$ cat src/rtl/pga_pkg.sv
// Package: command codes, status bit positions and the sentinel value shared
// by the page allocator and its checker.
package pga_pkg;

    typedef enum logic [2:0] {
        CMD_NOP       = 3'd0,
        CMD_TX_ALLOC  = 3'd1,
        CMD_MMU_RESET = 3'd2,
        CMD_RX_POP    = 3'd3,
        CMD_RX_FREE   = 3'd4,
        CMD_FREE      = 3'd5,
        CMD_TX_QUEUE  = 3'd6,
        CMD_TX_CLEAR  = 3'd7
    } cmd_e;

    localparam logic [7:0] ST_ALLOC   = 8'h08;
    localparam logic [7:0] ST_TXEMPTY = 8'h04;
    localparam logic [7:0] ST_TX      = 8'h02;
    localparam logic [7:0] ST_RCV     = 8'h01;
    localparam logic [7:0] ACK_MASK   = 8'hD6;
    localparam logic [7:0] NO_PAGE    = 8'h80;

endpackage

$ cat src/rtl/page_fifo.sv
// Shift-register queue of page numbers. The head is always entry 0.
// Assumes: push and pop may coincide; a pop on an empty queue does nothing;
// a push into a full queue is dropped unless a pop frees a slot in the same
// cycle; clear has priority over push and pop.
module page_fifo #(
    parameter int DEPTH = 4,
    parameter int W     = 8,
    localparam int CW   = $clog2(DEPTH + 1)
) (
    input  logic          clk,
    input  logic          rst_n,
    input  logic          clear,
    input  logic          push,
    input  logic [W-1:0]  push_data,
    input  logic          pop,
    output logic [W-1:0]  head,
    output logic [CW-1:0] count,
    output logic          empty,
    output logic          full
);

    logic [W-1:0]  ent   [DEPTH];
    logic [W-1:0]  shl   [DEPTH];
    logic [W-1:0]  ent_n [DEPTH];
    logic [CW-1:0] cnt_n;
    logic          do_pop;
    logic          do_push;
    logic [CW-1:0] wr_idx;

    // Shifted view of the entries, used when the head is removed
    for (genvar g = 0; g < DEPTH; g++) begin : g_shift
        if (g < DEPTH - 1) begin : g_mid
            assign shl[g] = ent[g+1];
        end else begin : g_last
            assign shl[g] = '0;
        end
    end

    assign empty  = (count == '0);
    assign full   = (count == CW'(DEPTH));
    assign head   = ent[0];
    assign do_pop  = pop && !empty;
    assign do_push = push && (!full || do_pop);
    assign wr_idx  = do_pop ? count - CW'(1) : count;

    // Next entries and count after this cycle's pop and push
    always_comb begin
        for (int i = 0; i < DEPTH; i++) begin
            ent_n[i] = do_pop ? shl[i] : ent[i];
            if (do_push && (CW'(i) == wr_idx)) begin
                ent_n[i] = push_data;
            end
        end
        cnt_n = count + CW'(do_push) - CW'(do_pop);
    end

    // Queue storage and occupancy
    always_ff @(posedge clk) begin
        if (!rst_n || clear) begin
            count <= '0;
            for (int i = 0; i < DEPTH; i++) begin
                ent[i] <= '0;
            end
        end else begin
            count <= cnt_n;
            for (int i = 0; i < DEPTH; i++) begin
                ent[i] <= ent_n[i];
            end
        end
    end

endmodule

$ cat src/rtl/page_map.sv
// Allocation bitmap: one bit per page, set when allocated.
// Assumes: set wins over clear for the same bit in one cycle; clear empties
// the whole map.
module page_map #(
    parameter int N   = 4,
    localparam int UW = $clog2(N + 1)
) (
    input  logic          clk,
    input  logic          rst_n,
    input  logic          clear,
    input  logic [N-1:0]  set_mask,
    input  logic [N-1:0]  clr_mask,
    output logic [N-1:0]  used,
    output logic [UW-1:0] used_count
);

    // Bitmap update
    always_ff @(posedge clk) begin
        if (!rst_n || clear) begin
            used <= '0;
        end else begin
            used <= (used & ~clr_mask) | set_mask;
        end
    end

    // Population count of allocated pages
    always_comb begin
        used_count = '0;
        for (int i = 0; i < N; i++) begin
            used_count = used_count + UW'(used[i]);
        end
    end

endmodule

$ cat src/rtl/page_pick.sv
// Lowest-free-page finder. Reports the page number (sentinel when none),
// a found flag and a one-hot mask of the chosen page.
// Assumes: N is at most 128, so page numbers never collide with the sentinel.
module page_pick
    import pga_pkg::*;
#(
    parameter int N = 4,
    parameter int W = 8
) (
    input  logic [N-1:0] used,
    output logic [W-1:0] page,
    output logic         found,
    output logic [N-1:0] onehot
);

    // Scan from the top so the lowest free page is the last one written
    always_comb begin
        page   = W'(NO_PAGE);
        found  = 1'b0;
        onehot = '0;
        for (int i = N - 1; i >= 0; i--) begin
            if (!used[i]) begin
                page   = W'(i);
                found  = 1'b1;
                onehot = '0;
                onehot[i] = 1'b1;
            end
        end
    end

endmodule

$ cat src/rtl/pkt_page_alloc.sv
// Packet page allocator: bitmap, send/completion/receive queues, host command
// decode, deferred transmit allocation and interrupt status.
// Assumes: one host command per cycle; launches stall while any command is
// applied; a receive grant and a transmit allocation in the same cycle take
// different pages (the receive side picks first).
module pkt_page_alloc
    import pga_pkg::*;
#(
    parameter int NUM_PAGES = 4,
    parameter int PW        = 8,
    localparam int CW       = $clog2(NUM_PAGES + 1)
) (
    input  logic          clk,
    input  logic          rst_n,
    input  logic          cmd_valid,
    input  logic [2:0]    cmd_code,
    input  logic          pnum_we,
    input  logic [PW-1:0] pnum_wdata,
    output logic [PW-1:0] pnum,
    output logic [PW-1:0] alloc_result,
    output logic [CW-1:0] pages_used,
    input  logic          rx_alloc_req,
    output logic          rx_alloc_ok,
    output logic [PW-1:0] rx_alloc_page,
    output logic [PW-1:0] rx_head,
    output logic [PW-1:0] done_head,
    input  logic          tx_en,
    input  logic          auto_release,
    output logic          tx_launch,
    output logic [PW-1:0] tx_page,
    input  logic          ack_we,
    input  logic [7:0]    ack_data,
    input  logic          mask_we,
    input  logic [7:0]    mask_data,
    output logic [7:0]    int_status,
    output logic [7:0]    int_mask,
    output logic          irq
);

    localparam logic [PW-1:0] SENT = PW'(NO_PAGE);

    cmd_e                cmd;
    logic                pnum_ok;
    logic [NUM_PAGES-1:0] bm;
    logic [NUM_PAGES-1:0] rx_oh;
    logic                rx_found;
    logic [NUM_PAGES-1:0] rel_mask;
    logic [NUM_PAGES-1:0] rx_set;
    logic [NUM_PAGES-1:0] after_bm;
    logic [PW-1:0]       tx_pg;
    logic                tx_found;
    logic [NUM_PAGES-1:0] tx_oh;
    logic [NUM_PAGES-1:0] tx_set;
    logic                try_tx;
    logic                alloc_pend;
    logic                launch;
    logic                mmu_clear;
    logic                tx_clear;
    logic [7:0]          stat_q;
    logic [7:0]          stat_n;

    logic [PW-1:0] rxq_head, txq_head, dq_head;
    logic [CW-1:0] rxq_cnt, txq_cnt, dq_cnt;
    logic          rxq_empty, txq_empty, dq_empty;
    logic          rxq_full, txq_full, dq_full;

    assign cmd       = cmd_valid ? cmd_e'(cmd_code) : CMD_NOP;
    assign pnum_ok   = pnum < PW'(NUM_PAGES);
    assign mmu_clear = (cmd == CMD_MMU_RESET);
    assign tx_clear  = mmu_clear || (cmd == CMD_TX_CLEAR);
    assign launch    = tx_en && !txq_empty && !cmd_valid;

    // Bitmap of allocated pages
    page_map #(.N(NUM_PAGES)) u_map (
        .clk        (clk),
        .rst_n      (rst_n),
        .clear      (mmu_clear),
        .set_mask   (rx_set | tx_set),
        .clr_mask   (rel_mask),
        .used       (bm),
        .used_count (pages_used)
    );

    // Receive side picks from the current bitmap
    page_pick #(.N(NUM_PAGES), .W(PW)) u_rx_pick (
        .used   (bm),
        .page   (rx_alloc_page),
        .found  (rx_found),
        .onehot (rx_oh)
    );

    assign rx_alloc_ok = rx_alloc_req && rx_found && !mmu_clear;
    assign rx_set      = rx_alloc_ok ? rx_oh : '0;

    // Pages freed this cycle by receive release, explicit release or launch
    always_comb begin
        rel_mask = '0;
        for (int i = 0; i < NUM_PAGES; i++) begin
            if ((cmd == CMD_RX_FREE) && !rxq_empty && (rxq_head == PW'(i))) begin
                rel_mask[i] = 1'b1;
            end
            if ((cmd == CMD_FREE) && (pnum == PW'(i))) begin
                rel_mask[i] = 1'b1;
            end
            if (launch && auto_release && (txq_head == PW'(i))) begin
                rel_mask[i] = 1'b1;
            end
        end
    end

    assign after_bm = (bm & ~rel_mask) | rx_set;

    // Transmit side picks after this cycle's releases and receive grant
    page_pick #(.N(NUM_PAGES), .W(PW)) u_tx_pick (
        .used   (after_bm),
        .page   (tx_pg),
        .found  (tx_found),
        .onehot (tx_oh)
    );

    assign try_tx = (cmd == CMD_TX_ALLOC) || (alloc_pend && (rel_mask != '0));
    assign tx_set = (try_tx && tx_found) ? tx_oh : '0;

    // Transmit allocation result and pending flag
    always_ff @(posedge clk) begin
        if (!rst_n || mmu_clear) begin
            alloc_result <= '0;
            alloc_pend   <= 1'b0;
        end else if (try_tx) begin
            alloc_result <= tx_found ? tx_pg : SENT;
            alloc_pend   <= !tx_found;
        end
    end

    // Receive queue
    page_fifo #(.DEPTH(NUM_PAGES), .W(PW)) u_rxq (
        .clk       (clk),
        .rst_n     (rst_n),
        .clear     (mmu_clear),
        .push      (rx_alloc_ok),
        .push_data (rx_alloc_page),
        .pop       ((cmd == CMD_RX_POP) || (cmd == CMD_RX_FREE)),
        .head      (rxq_head),
        .count     (rxq_cnt),
        .empty     (rxq_empty),
        .full      (rxq_full)
    );

    // Send queue
    page_fifo #(.DEPTH(NUM_PAGES), .W(PW)) u_txq (
        .clk       (clk),
        .rst_n     (rst_n),
        .clear     (tx_clear),
        .push      ((cmd == CMD_TX_QUEUE) && pnum_ok),
        .push_data (pnum),
        .pop       (launch),
        .head      (txq_head),
        .count     (txq_cnt),
        .empty     (txq_empty),
        .full      (txq_full)
    );

    // Completion queue
    page_fifo #(.DEPTH(NUM_PAGES), .W(PW)) u_doneq (
        .clk       (clk),
        .rst_n     (rst_n),
        .clear     (tx_clear),
        .push      (launch && !auto_release),
        .push_data (txq_head),
        .pop       (ack_we && ack_data[1]),
        .head      (dq_head),
        .count     (dq_cnt),
        .empty     (dq_empty),
        .full      (dq_full)
    );

    assign rx_head   = rxq_empty ? SENT : rxq_head;
    assign done_head = dq_empty ? SENT : dq_head;
    assign tx_launch = launch;
    assign tx_page   = txq_head;

    // Next stored status: acknowledge, allocation, receive and empty events
    always_comb begin
        stat_n = stat_q & ~(ack_we ? (ack_data & ACK_MASK) : 8'h00);
        if (cmd == CMD_TX_ALLOC) begin
            stat_n = tx_found ? (stat_n | ST_ALLOC) : (stat_n & ~ST_ALLOC);
        end else if (try_tx && tx_found) begin
            stat_n = stat_n | ST_ALLOC;
        end
        if (rx_alloc_ok) begin
            stat_n = stat_n | ST_RCV;
        end else if ((cmd == CMD_RX_POP) || (cmd == CMD_RX_FREE)) begin
            stat_n = (rxq_cnt > CW'(1)) ? (stat_n | ST_RCV) : (stat_n & ~ST_RCV);
        end
        if (txq_empty) begin
            stat_n = stat_n | ST_TXEMPTY;
        end
    end

    // Stored status bits
    always_ff @(posedge clk) begin
        if (!rst_n) begin
            stat_q <= ST_TXEMPTY;
        end else begin
            stat_q <= stat_n;
        end
    end

    // Interrupt mask register
    always_ff @(posedge clk) begin
        if (!rst_n) begin
            int_mask <= 8'h00;
        end else if (mask_we) begin
            int_mask <= mask_data;
        end
    end

    // Packet-number register
    always_ff @(posedge clk) begin
        if (!rst_n) begin
            pnum <= '0;
        end else if (pnum_we) begin
            pnum <= pnum_wdata;
        end
    end

    assign int_status = stat_q | (txq_empty ? ST_TXEMPTY : 8'h00)
                               | (dq_empty ? 8'h00 : ST_TX);
    assign irq = |(int_status & int_mask);

endmodule

$ cat config.mk
export PLATFORM = sky130hd
export DESIGN_NAME = pkt_page_alloc
export DESIGN_NICKNAME = d
export VERILOG_FILES = /design/src/rtl/pga_pkg.sv /design/src/rtl/page_fifo.sv /design/src/rtl/page_map.sv /design/src/rtl/page_pick.sv /design/src/rtl/pkt_page_alloc.sv
export SDC_FILE = /design/constraint.sdc
export NUM_CORES = 1
export LEC_CHECK = 0
export BUFFER_PORTS_ARGS = -buffer_cell sky130_fd_sc_hd__clkbuf_2
export CAP_MARGIN = 20
export CORE_MARGIN = 4
export CORE_UTILIZATION = 50
export CTS_CLUSTER_SIZE = 25
export DETAILED_ROUTE_END_ITERATION = 8
export GPL_TIMING_DRIVEN = 0
export PLACE_DENSITY = 0.79
export SYNTH_ARGS = -nofsm -noshare
export SYNTH_HDL_FRONTEND = slang
export SYNTH_SLANG_ARGS = --single-unit
$ cat constraint.sdc
create_clock -name clk -period 3.31 [get_ports clk]
set_input_delay 0.662 -clock clk [delete_from_list [all_inputs] [get_ports clk]]
set_output_delay 0.662 -clock clk [all_outputs]
set_load 0.01 [all_outputs]
==> metrics.txt, run 1 <==
vias in the first global route=4862; DR WL met2=7260 um; layout cells sized above 1=24.2%; FP Rows=38; required time of the critical path=3.59 ns; CTS tree=built; synth warn=0; WP data arrival=3.38 ns; post-CTS setup buffers=0; area share of fa/ha/maj cells after synthesis=4.86%; sum of negative setup slack=0 ns; die height=115 um; largest family of logic cells by synthesized area=simple AND/OR/NAND/NOR gates; complex-gate fraction of the synthesized area=11.5%; Vias/cell=5.33; GRT Overall Usage=21.9%; Worst Skew=0.00524 ns; Clock Pin Slew Worst Setup and Hold Paths=0.05 ns; LEAKAGE=3.10 nW; ant diodes=0; Core Region=11100 um2; Final period util=93.6%; Yosys reg bits=115; CTS H-tree lvls=4; run status=complete, no violations; Final Total Pwr=4.21 mW; number of port buffers=82; pre-CTS setup slack=-0.335 ns; cts bufs inserted=17; wl on met1=5670 um; distinct cell type count after synthesis=70; fin crit period=3.10 ns; largest delay contributor family on the critical path=adder cells; fin. max-slew vios=0; 1st-pass router iterations=5; Final Hold Fails=0; Overflow after GRT=0; Post-synth EDFFs=0; largest net degree at the start of global routing=20; uppermost routed layer=met4; RSZ-0062 raised after global routing=no; startpoint types=flip-flop; Hold Crit Class=in -> reg; Antenna Nets Post-Route=0; utilization after layout=63.9%; mux cell area share after synthesis=13.1%; maxcap violations=0; register area share after synthesis=39.9%; Nets=806; Vias=4815; Die Wd=115 um; Main synth FF type=dfxtp_1; Clock Tree Root=clkbuf_16; worst-skew pair later-pin latency=0.41 ns; Synth Area in XOR/XNOR=1.06%; critical path's slowest cell=dfxtp_1; Crit Path Max Fanout=19; Layout Cells excl Fill=903; WS Path Type=reg -> reg; wire per inst=15.5 um; HPWL after detailed placement=10400 um; setup slack, reg-to-reg=0.21 ns; die area=13300 um2; Buf/Inv on CP=6; initial antenna violation count=0; mean area per synthesized cell=9.06 um2; initial detailed-routing violation count=248; I/O pin cnt=106; Cells after DPL=874; Final Setup Violations=0; Post-Synth Simple-Gate Area=22.7%; FFs w/ async S/R, synth=0%; Peak VDD IR=0.401 mV; clk sink count=115; Initial Utilization=52.1%; Cell Area, Synth=5770 um2; WL final=14000 um; Hold-fix buffers, CTS=0; # DRC=0; setup slack after layout=0.211 ns; Max Fclk=323 MHz; first-pass GRT wire length=23100 um; GP Congestion=0.880; met3 WL=880 um; power density over the cells=595 nW/um2; cell count after synthesis=637; CP cell instances=inv_1 > ha_1 > nand2b_1 > buf_2 > nand2_2 > inv_2 > buf_4 > ha_1 > inv_1 > ha_1 > inv_1 > fa_1 > xor2_1 > xnor2_1 > nor2_1; CP max stage delay=0.42 ns; Slew @ Worst Pin=0.630 ns; Layout area overhead=22.6%; Slew HR=57.8%; maximum root-to-sink buffer count=2; Setup crit end kind=flip-flop
-- cell families after synthesis --
kind of cell / count (synthesis)
compound gates: 90
other cells: 1
mux: 72
fa+ha+maj: 20
xor+xnor: 7
flops: 115
buf+inv: 77
simple gates: 255
-- power by group --
part	total [mW]	internal [mW]	switching [mW]	leakage, nW
logic	0.650	0.259	0.391	1.84
clock network	2.07	1.43	0.645	0.330
registers	1.49	1.44	0.0501	0.931
total	4.21	3.12	1.09	3.10
-- synth_stat cells (4+ instances only) --
master	n	share of area, %
a21oi_1	32	2.8
nand3_1	9	0.78
mux2i_1	51	8.8
inv_1	24	1.6
o211ai_1	4	0.52
mux2_2	20	3.9
a211oi_1	13	1.7
buf_4	26	3.4
dfxtp_1	115	40
nor2b_1	30	3.3
nand2_1	75	4.9
fa_1	4	1.4
nand3b_1	4	0.52
nor2_1	56	3.6
clkbuf_1	23	1.5
ha_1	16	3.5
o21ai_0	7	0.61
nor3_1	20	1.7
nand2b_1	14	1.5
and2_1	20	2.2
a311oi_1	4	0.61
xnor2_1	4	0.61
-- flip-flops by register name, summed over array words and instances (netlist names) --
| name | count |
|---|---|
| u_doneq.count | 3 |
| u_txq.ent | 32 |
| u_doneq.ent | 32 |
| alloc_result | 3 |
| stat_q | 7 |
| u_rxq.count | 3 |
| pnum | 8 |
| u_map.used | 4 |
| u_rxq.ent | 12 |
| int_mask | 8 |
| u_txq.count | 3 |
-- stage by stage --
stage	area, um2	hold WS [ns]
after floorplan	5830	0.421
after global placement	6410	0.435
after detailed placement	6410	0.438
after CTS	7080	0.417
after global routing	7070	0.425
final	7070	0.426
-- worst register-to-register path: cells and delay by family (launching register included) --
| kind | cells | cell delay [ns] |
|---|---|---|
| fa+ha+maj | 4 | 1.07 |
| buf+inv | 6 | 0.88 |
| flops | 1 | 0.42 |
| xor+xnor | 2 | 0.32 |
| simple gates | 3 | 0.29 |
-- final cells by class --
type / count / area (um2)
Clock buffer: 18 / 439
Multi-Input combinational cell: 460 / 3140
Inverter: 25 / 93.8
Timing Repair Buffer: 82 / 410
Tap cell: 140 / 175
Clock inverter: 14 / 234
Sequential cell: 115 / 2300
Fill cell: 939 / 4000
Buffer: 49 / 284
-- final timing paths --
kind / end / startpoint / cells past startpoint
worst max-delay path: u_txq.count[2]$_SDFF_PP0_ / u_txq.count[1]$_SDFF_PP0_ / 15
worst min-delay path: stat_q[6]$_SDFF_PN0_ / ack_data[6] / 2
worst min register to register: u_txq.ent[2][3]$_SDFFE_PP0P_ / u_txq.ent[3][3]$_SDFFE_PP0P_ / 2
worst max register to register: u_txq.count[2]$_SDFF_PP0_ / u_txq.count[1]$_SDFF_PP0_ / 15
-- timing repair --
item | in CTS | in global routing
hold endpoints to repair | 0 | 0
resized for setup | 0 | 1
setup endpoints to repair | 1 | 10
pin swaps | 0 | 0
-- per-layer routing --
layer / vias up / track usage, %
met5: - / 0
met2: 144 / 38.2
met4: 0 / 8.69
li1: 2384 / -
met3: 21 / 6.37
met1: 2266 / 25.2
-- cell usage in the layout (no fill, tap or decap), types with 4 or more instances in the layout --
| master | count |
|---|---|
| inv_1 | 24 |
| o21ai_0 | 7 |
| nor3_1 | 20 |
| dfxtp_1 | 115 |
| nand2_1 | 75 |
| mux2i_1 | 51 |
| nand3_1 | 9 |
| nor2_1 | 56 |
| nand2b_1 | 13 |
| buf_4 | 26 |
| nand3b_1 | 4 |
| o211ai_1 | 4 |
| mux2_2 | 20 |
| fa_1 | 4 |
| xnor2_1 | 4 |
| clkbuf_2 | 82 |
| a21oi_1 | 32 |
| nor2b_1 | 30 |
| bufinv_16 | 6 |
| clkinv_2 | 4 |
| a211oi_1 | 13 |
| and2_1 | 20 |
| clkbuf_16 | 17 |
| clkbuf_1 | 21 |
| a311oi_1 | 4 |
| conb_1 | 16 |
| ha_1 | 16 |
Note: power is estimated with default switching activity, not from simulation.
==> run 2, diff against run 1 <==
--- a/config.mk
+++ b/config.mk
@@ -8,11 +8,12 @@
 export BUFFER_PORTS_ARGS = -buffer_cell sky130_fd_sc_hd__clkbuf_2
 export CAP_MARGIN = 20
 export CORE_MARGIN = 4
-export CORE_UTILIZATION = 50
+export CORE_UTILIZATION = 25
+export CTS_BUF_LIST = sky130_fd_sc_hd__clkbuf_16
 export CTS_CLUSTER_SIZE = 25
 export DETAILED_ROUTE_END_ITERATION = 8
 export GPL_TIMING_DRIVEN = 0
-export PLACE_DENSITY = 0.79
+export PLACE_DENSITY = 0.47
 export SYNTH_ARGS = -nofsm -noshare
 export SYNTH_HDL_FRONTEND = slang
 export SYNTH_SLANG_ARGS = --single-unit
==> run 2 against run 1 <==
Global-route usage fell by 9.7 points. Design area rose by 1.1%. Final cell count rose by 16%. Sequential share of layout area fell by 0.33 points. Register-to-register slack improved by 0.07 ns.
==> metrics.txt, run 2 (synthesis results as in run 1) <==
Nets=807 (+0.12%); ant diodes=0 (unchanged); LEAKAGE=3.06 nW (-1.2%); Peak VDD IR=0.274 mV (-32%); WP data arrival=3.36 ns (-0.02 ns); pre-CTS setup slack=-0.470 ns (-0.135 ns); Layout area overhead=23.9%; Core Region=22600 um2 (+100%); Overflow after GRT=0 (unchanged); fin. max-slew vios=0 (unchanged); initial antenna violation count=0 (unchanged); HPWL after detailed placement=11400 um (+9.4%); critical path's slowest cell=o211ai_1; most frequent cells in the layout=dfxtp_1 (114), clkbuf_2 (82), nand2_1 (75), nor2_1 (56), mux2i_1 (51); GRT Overall Usage=12.2% (-9.7 points); Initial Utilization=25.5% (-27 points); Clock Tree Root=clkbuf_16; largest net degree at the start of global routing=17 (-15%); clk sink count=115 (unchanged); cts bufs inserted=17 (unchanged); # DRC=0 (unchanged); crit-path most repeated cell=inv_1; utilization after layout=31.6% (-32 points); Hold Crit Class=in -> reg; RSZ-0062 raised after global routing=no; CP cell instances=clkbuf_2 > and3b_1 > o211ai_1 > clkbuf_1 > inv_1 > ha_1 > inv_1 > ha_1 > inv_1 > fa_1 > xnor2_1 > nor2_1; Final period util=92.7% (-0.91 points); Max Fclk=326 MHz (+0.98%); Slew HR=54.4% (-3.4 points); CTS H-tree lvls=4 (unchanged); layout cells sized above 1=24.1% (-0.13 points); Vias/cell=4.44 (-17%); die area=25600 um2 (+92%); 1st-pass router iterations=4 (-1); met3 Track Usage GR=3.56% (-2.8 points); startpoint types=input pin; Buf/Inv on CP=5 (-1); largest delay contributor family on the critical path=buffers and inverters; run status=complete, no violations; number of port buffers=82 (unchanged); maximum root-to-sink buffer count=2 (unchanged); I/O pin cnt=106 (unchanged); GRT busiest layer=met2; Die Wd=160 um (+39%); WS Path Type=in -> reg; commonest non-fill, non-tap cell in the layout=dfxtp_1; initial detailed-routing violation count=236 (-4.8%); worst-skew pair later-pin latency=0.42 ns (about the same); CP max stage delay=0.56 ns (+0.14 ns); met1 global-route usage=15.7% (-9.5 points); GP Congestion=0.761 (-14%); cell depth of the worst flop-to-flop path=16 (+1); wire per inst=14.5 um (-6.5%); sum of negative setup slack=0 ns (unchanged); vias in the first global route=4642 (-4.5%); final hold slack=0.421 ns (-0.00516 ns); Vias=4652 (-3.4%); first-pass GRT wire length=24900 um (+7.6%); fin crit period=3.07 ns (-0.0302 ns); CTS tree=built; power density over the cells=539 nW/um2 (-9.3%); WL final=15200 um (+8.6%); maxcap violations=0 (unchanged); Hold Path Stages=2 (unchanged); Top Registers=u_doneq.ent x32, u_txq.ent x32, u_rxq.ent x12; FP Rows=55 (+45%); GRT met2 Usage=19.3% (-19 points); Final Hold Fails=0 (unchanged); required time of the critical path=3.60 ns (about the same); Levels on crit path=12 (-3); Setup crit end kind=flip-flop; Final Setup Violations=0 (unchanged); Slew @ Worst Pin=0.680 ns (+0.0501 ns); die height=160 um (+39%); Antenna Nets Post-Route=0 (unchanged); Clock Pin Slew Worst Setup and Hold Paths=0.06 ns (about the same); Crit Path Max Fanout=10 (-9); Worst Skew=0.00767 ns (+0.00243 ns); setup slack after layout=0.241 ns (+0.0302 ns)
run 2: changes by cell type in the layout (fill, tap and decap cells not counted), sizes merged:
cell      before  now
clkinvlp       1    3
inv           25   27
bufinv         6    2
run 2: layout make-up:
class | count | area [um2]
Buffer | 50 | 294
Fill cell | 2445 | 15500
Inverter | 25 | 93.8
Tap cell | 285 | 357
Multi-Input combinational cell | 460 | 3140
Timing Repair Buffer | 82 | 410
Clock buffer | 17 | 425
Clock inverter | 14 | 124
Sequential cell | 115 | 2300
run 2: through the flow:
| step | total power [mW] | area, um2 | cells |
|---|---|---|---|
| global route | 4.06 | 7150 | 1048 |
| floorplan | 1.97 | 5830 | 652 |
| detailed placement | 2.17 | 6590 | 1019 |
| finish | 3.86 | 7150 | 1048 |
| global placement | 2.17 | 6590 | 1019 |
| CTS | 3.92 | 7140 | 1049 |
run 2: power breakdown:
| group | total (mW) | internal (mW) | switching (mW) |
|---|---|---|---|
| registers | 1.48 | 1.44 | 0.0489 |
| clock network | 1.73 | 1.08 | 0.643 |
| logic | 0.648 | 0.261 | 0.387 |
| total | 3.86 | 2.78 | 1.08 |
run 2: metal layers:
metal / up-vias / part of all wire, % / routed length, um
li1: 2382 / - / -
met1: 2171 / 48 / 7280
met2: 84 / 46 / 7010
met3: 15 / 4.5 / 686
met4: 0 / 1.6 / 238
met5: - / 0 / 0
run 2: timing repair:
action                     in CTS  in global routing
setup buffers                   0                  0
gates resized for setup         3                  5
hold buffers                    0                  0
setup endpoints to repair      11                 18
run 2: worst paths after layout:
path | startpoint | to | slack, ns
worst max-delay path | cmd_code[2] | u_rxq.count[2]$_SDFF_PP0_ | 0.24
worst min-delay path | ack_data[7] | stat_q[7]$_SDFF_PN0_ | 0.42
worst max register to register | u_txq.count[1]$_SDFF_PP0_ | u_txq.count[2]$_SDFF_PP0_ | 0.28
worst min register to register | u_txq.ent[2][3]$_SDFFE_PP0P_ | u_txq.ent[1][3]$_SDFFE_PP0P_ | 0.44
